## src/rtl/cfg_rx_pkg.sv

```systemverilog
package cfg_rx_pkg;
  typedef enum logic {
    RX_RUN   = 1'b0,
    RX_ABORT = 1'b1
  } rx_state_e;
endpackage

```

## src/rtl/cfg_rx_abort_det.sv

```systemverilog
module cfg_rx_abort_det
  import cfg_rx_pkg::*;
(
  input  logic clk_i,
  input  logic rst_ni,
  input  logic sel_ni,
  input  logic wr_ni,
  output logic abort_evt_o,
  output logic abort_o
);
  logic      prev_sel_q;
  logic      prev_wr_q;
  rx_state_e state_q;

  // write level change across two selected edges
  assign abort_evt_o = ~sel_ni & prev_sel_q & (wr_ni ^ prev_wr_q);
  assign abort_o     = (state_q == RX_ABORT);

  always_ff @(posedge clk_i or negedge rst_ni) begin
    if (!rst_ni) begin
      prev_sel_q <= 1'b0;
      prev_wr_q  <= 1'b1;
      state_q    <= RX_RUN;
    end else begin
      prev_sel_q <= ~sel_ni;
      prev_wr_q  <= wr_ni;
      if (sel_ni)           state_q <= RX_RUN;
      else if (abort_evt_o) state_q <= RX_ABORT;
    end
  end
endmodule

```

## src/rtl/cfg_rx_hold.sv

```systemverilog
module cfg_rx_hold #(
  parameter int DATA_W = 8
) (
  input  logic              clk_i,
  input  logic              rst_ni,
  input  logic              load_i,
  input  logic [DATA_W-1:0] load_data_i,
  input  logic              drop_i,
  input  logic              out_ready_i,
  output logic              out_valid_o,
  output logic [DATA_W-1:0] out_data_o
);
  logic              vld_q;
  logic [DATA_W-1:0] data_q;

  assign out_valid_o = vld_q;
  assign out_data_o  = data_q;

  always_ff @(posedge clk_i or negedge rst_ni) begin
    if (!rst_ni) begin
      vld_q  <= 1'b0;
      data_q <= '0;
    end else if (drop_i) begin
      vld_q <= 1'b0;
    end else if (load_i) begin
      vld_q  <= 1'b1;
      data_q <= load_data_i;
    end else if (vld_q && out_ready_i) begin
      vld_q <= 1'b0;
    end
  end
endmodule

```

## src/rtl/cfg_rx_counter.sv

```systemverilog
module cfg_rx_counter #(
  parameter int CNT_W = 16
) (
  input  logic             clk_i,
  input  logic             rst_ni,
  input  logic             inc_i,
  output logic [CNT_W-1:0] count_o
);
  logic [CNT_W-1:0] cnt_q;

  assign count_o = cnt_q;

  always_ff @(posedge clk_i or negedge rst_ni) begin
    if (!rst_ni)    cnt_q <= '0;
    else if (inc_i) cnt_q <= cnt_q + 1'b1;
  end
endmodule

```

## src/rtl/cfg_byte_rx.sv

```systemverilog
module cfg_byte_rx #(
  parameter int DATA_W = 8,
  parameter int CNT_W  = 16
) (
  input  logic              clk_i,
  input  logic              rst_ni,
  input  logic              sel_ni,
  input  logic              wr_ni,
  input  logic [DATA_W-1:0] data_i,
  output logic              busy_o,
  output logic              out_valid_o,
  output logic [DATA_W-1:0] out_data_o,
  input  logic              out_ready_i,
  output logic              abort_o,
  output logic [CNT_W-1:0]  byte_count_o
);
  logic abort_evt;
  logic abort_st;
  logic hold_vld;
  logic accept;

  cfg_rx_abort_det u_abort (
    .clk_i       (clk_i),
    .rst_ni      (rst_ni),
    .sel_ni      (sel_ni),
    .wr_ni       (wr_ni),
    .abort_evt_o (abort_evt),
    .abort_o     (abort_st)
  );

  // busy only while selected and the holding slot is occupied
  assign busy_o = ~sel_ni & hold_vld;
  assign accept = ~sel_ni & ~wr_ni & ~busy_o & ~abort_st & ~abort_evt;

  cfg_rx_hold #(.DATA_W(DATA_W)) u_hold (
    .clk_i       (clk_i),
    .rst_ni      (rst_ni),
    .load_i      (accept),
    .load_data_i (data_i),
    .drop_i      (abort_evt),
    .out_ready_i (out_ready_i),
    .out_valid_o (hold_vld),
    .out_data_o  (out_data_o)
  );

  cfg_rx_counter #(.CNT_W(CNT_W)) u_cnt (
    .clk_i   (clk_i),
    .rst_ni  (rst_ni),
    .inc_i   (accept),
    .count_o (byte_count_o)
  );

  assign out_valid_o = hold_vld;
  assign abort_o     = abort_st;
endmodule

```

## config.mk

```make
export PLATFORM = sky130hd
export DESIGN_NAME = cfg_byte_rx
export DESIGN_NICKNAME = d
export VERILOG_FILES = /design/src/rtl/cfg_rx_pkg.sv /design/src/rtl/cfg_rx_abort_det.sv /design/src/rtl/cfg_rx_hold.sv /design/src/rtl/cfg_rx_counter.sv /design/src/rtl/cfg_byte_rx.sv
export SDC_FILE = /design/constraint.sdc
export NUM_CORES = 1
export LEC_CHECK = 0
export BUFFER_PORTS_ARGS = -buffer_cell sky130_fd_sc_hd__buf_2
export CORE_UTILIZATION = 34
export DETAILED_ROUTE_END_ITERATION = 8
export PLACE_DENSITY_LB_ADDON = 0.15
export SYNTH_ARGS = -nofsm -noshare
export SYNTH_HDL_FRONTEND = slang
export SYNTH_SLANG_ARGS = --single-unit
```

## constraint.sdc

```tcl
create_clock -name clk_i -period 1.5 [get_ports clk_i]
set_input_delay 0.15 -clock clk_i [delete_from_list [all_inputs] [get_ports clk_i]]
set_output_delay 0.15 -clock clk_i [all_outputs]
set_load 0.05 [all_outputs]
```

==> flow_summary_export.csv <==
group,metric,value,unit
yosys,yosysUniqueCellTypes,24,
min_path,whs_path_depth,3,
critical_path,required,1720,ps
critical_path,crit_arrival,1650,ps
floorplan,row_count,21,
power,power,2.19,mW
timing,setup_viol,0,
global_route,overflow,0,
drt,drt_wl_total,2380,µm
drt,num_vias,943,
cells_and_area,area_growth,38.6,%
global_route,grt_pass1_vias,889,
placement,hpwl,1610,µm
clocking,clk_latency,320,ps
critical_path,r2r_slack,70,ps
drt,wl_per_cell,11.2,µm
cells_and_area,finish.utilization,49.6,%
clocking,clock_path_buffers,2,
floorplan,die_h,61.5,µm
placement,globalplace.congestion,0.668,
global_route,antenna_found_initial,0,
yosys,yosysTopAreaCell,"dfrtp_1",
clocking,clk_pin_slew,140,ps
drt,route.detailed.drc,0,
clocking,cts_tree,"built",
cells_and_area,fillCellCount,329,
run,max-cap-violations,0,
yosys,ys_seq_area_share,58.3,%
power,p_leak,0.875,nW
drt,initialDrtViolationCount,25,
power,p_per_area,1310,nW/µm²
critical_path,crit_type,"register to register",
timing,hold_viol,0,
global_route,grt_max_degree,29,
min_path,min_from,"data_i[3]",
yosys,syn-instance-count,108,
clocking,h-tree-depth,1,
timing,finClkSkew,1.10,ps
yosys,synth_warnings,0,
timing,layout_setup_ws,72.8,ps
floorplan,die_area,3780,µm²
cells_and_area,area.sequential,716,µm²
cells_and_area,antenna_cells,0,
cells_and_area,nets,181,
critical_path,reg2reg_depth,5,
yosys,ys_ff_latch,28,
critical_path,reg2reg_to,"u_cnt.count_o[11]$_DFFE_PN0P_",
critical_path,rr_startpoint,"u_cnt.count_o[1]$_DFFE_PN0P_",
critical_path,end_kind,"register",
yosys,synth_top_area_share,56.1,%
clocking,cts_root_buf,"clkbuf_4",
clocking,cts_buffers,3,
cells_and_area,layout-drive-gt1-share,44.6,%
floorplan,core-area,3360,µm²
global_route,grt_pass1_wl,3760,µm
drt,vias_per_cell,4.45,
yosys,syn-num-nets,122,
timing,slew_headroom,59.1,%
min_path,min_to,"u_hold.out_data_o[3]$_DFFE_PN0P_",
critical_path,start_kind,"register",
yosys,avgSynthCellArea,11.1,µm²
timing,fmax,0.701,GHz
drt,ant_nets,0,
placement,place_ws,15.5,ps
timing,period_share,95.1,%
min_path,hold_path_class,"primary input to register",
yosys,netlist_area,1200,µm²
floorplan,initial_core_util,35.8,%
yosys,synth_area_leaders,"dfrtp_1, nand2_1, xnor2_1",
drt,firstDrtPassIters,3,
clocking,cts_num_sinks,28,
timing,maxSlewViolCount,0,
timing,post-route-min-period,1430,ps
power,vdd_ir_drop_max,0.656,mV
cells_and_area,multi_input_area,494,µm²
timing,tightest_slew,613,ps
floorplan,die_w,61.5,µm
placement,port_buffers,39,
outcome,status,"finished, final reports clean",
timing,setup_tns,0,ps
critical_path,crit_path_max_fanout,4,
floorplan,pin_count,40,
global_route,grt_usage,13.7,%
[through the flow]
stage / hold WS (ps) / instances / instance area (µm²)
final: 12.9 / 212 / 1670
after global routing: 5.66 / 212 / 1670
after CTS: 2.76 / 205 / 1590
after detailed placement: 208 / 193 / 1470
after global placement: 206 / 193 / 1470
after floorplan: -146 / 108 / 1220
[cells in the mapped netlist, drive strengths merged]
library cell  count
nand2            34
dfrtp            27
xnor2            13
nand3             5
and4              4
nand4             4
and3              3
xor2              3
buf               2
inv               2
nor2b             2
and2              1
clkbuf            1
dfstp             1
ha                1
nand2b            1
nand3b            1
nor2              1
nor4              1
o21ai             1
[logic make-up (layout without fill, tap and decap cells)]
group | after synthesis | in the layout | synth area share, %
xor gates and xnor gates | 16 | 16 | 12.3
adders and majority gates | 1 | 1 | 1.04
AOI/OAI and AO/OA | 1 | 1 | 0.415
DFF | 28 | 28 | 58.3
buffers and inverters | 5 | 63 | 3.12
and+or+nand+nor | 57 | 57 | 24.8
[report_power, final]
part / switching [mW] / leakage [nW] / internal, mW / total [mW]
Sequential: 0.116 / 0.350 / 0.882 / 0.998
Clock: 0.213 / 0.0210 / 0.149 / 0.361
Combinational: 0.581 / 0.504 / 0.246 / 0.827
[worst max path at each step]
| stage | start | to | slack, ps | cells past startpoint |
|---|---|---|---|---|
| 2_1_floorplan | u_cnt.count_o[0]$_DFFE_PN0P_ | u_cnt.count_o[12]$_DFFE_PN0P_ | -50 | 5 |
| 3_3_place_gp | u_cnt.count_o[0]$_DFFE_PN0P_ | u_cnt.count_o[12]$_DFFE_PN0P_ | 50 | 5 |
| 3_5_place_dp | u_cnt.count_o[0]$_DFFE_PN0P_ | u_cnt.count_o[12]$_DFFE_PN0P_ | 20 | 5 |
| 4_1_cts | u_cnt.count_o[0]$_DFFE_PN0P_ | u_cnt.count_o[12]$_DFFE_PN0P_ | 0.7 | 5 |
| 5_1_grt | u_abort.abort_o$_DFFE_PN0P_ | u_cnt.count_o[14]$_DFFE_PN0P_ | -3 | 4 |
| 6_report | u_cnt.count_o[1]$_DFFE_PN0P_ | u_cnt.count_o[11]$_DFFE_PN0P_ | 70 | 5 |
[placed cells by master, fill, tap and decap left out, drive strengths merged]
master,count
nor2b,2
nand3,5
ha,1
nand2,34
xor2,3
and3,3
nand3b,1
o21ai,1
buf,48
xnor2,13
dfrtp,27
nor4,1
and2,1
dfstp,1
nand2b,1
nand4,4
and4,4
dlygate4sd3,9
clkbuf,4
inv,2
nor2,1
[cell type report]
cell class	instances	share of cell area [%]
Timing Repair Buffer	57	21.4
Multi-Input combinational cell	75	29.6
Sequential cell	28	42.9
Clock buffer	4	2.18
Inverter	2	0.450
Tap cell	46	3.45
[worst max-delay path, cell delays in order, from the launching register on]
cell	delay, ps
dfrtp_2	430
buf_4	130
and4_1	220
and4_2	280
nand4_1	120
xnor2_1	150
[registers in the layout, summed over array words and instances, names as in the netlist]
register            count
u_cnt.count_o          16
u_hold.out_data_o       8
u_abort.abort_o         1
u_abort.prev_sel_q      1
u_abort.prev_wr_q       1
u_hold.out_valid_o      1
[per-layer routing]
| layer | global-route usage (%) | vias to the layer above | share of wire (%) |
|---|---|---|---|
| met2 | 22.7 | 26 | 51 |
| met4 | 5.08 | 0 | 1.4 |
| met3 | 3.15 | 4 | 3.8 |
| li1 | - | 467 | - |
| met5 | 0 | - | 0 |
| met1 | 17.5 | 446 | 44 |
[timing repair]
item | in CTS | in global routing
endpoints found under the hold margin | 34 | 1
setup buffers | 0 | 6
setup endpoints to repair | 0 | 7
gates resized for setup | 0 | 5
hold buffers | 8 | 1
No activity file was read; power rests on OpenSTA's default activity.
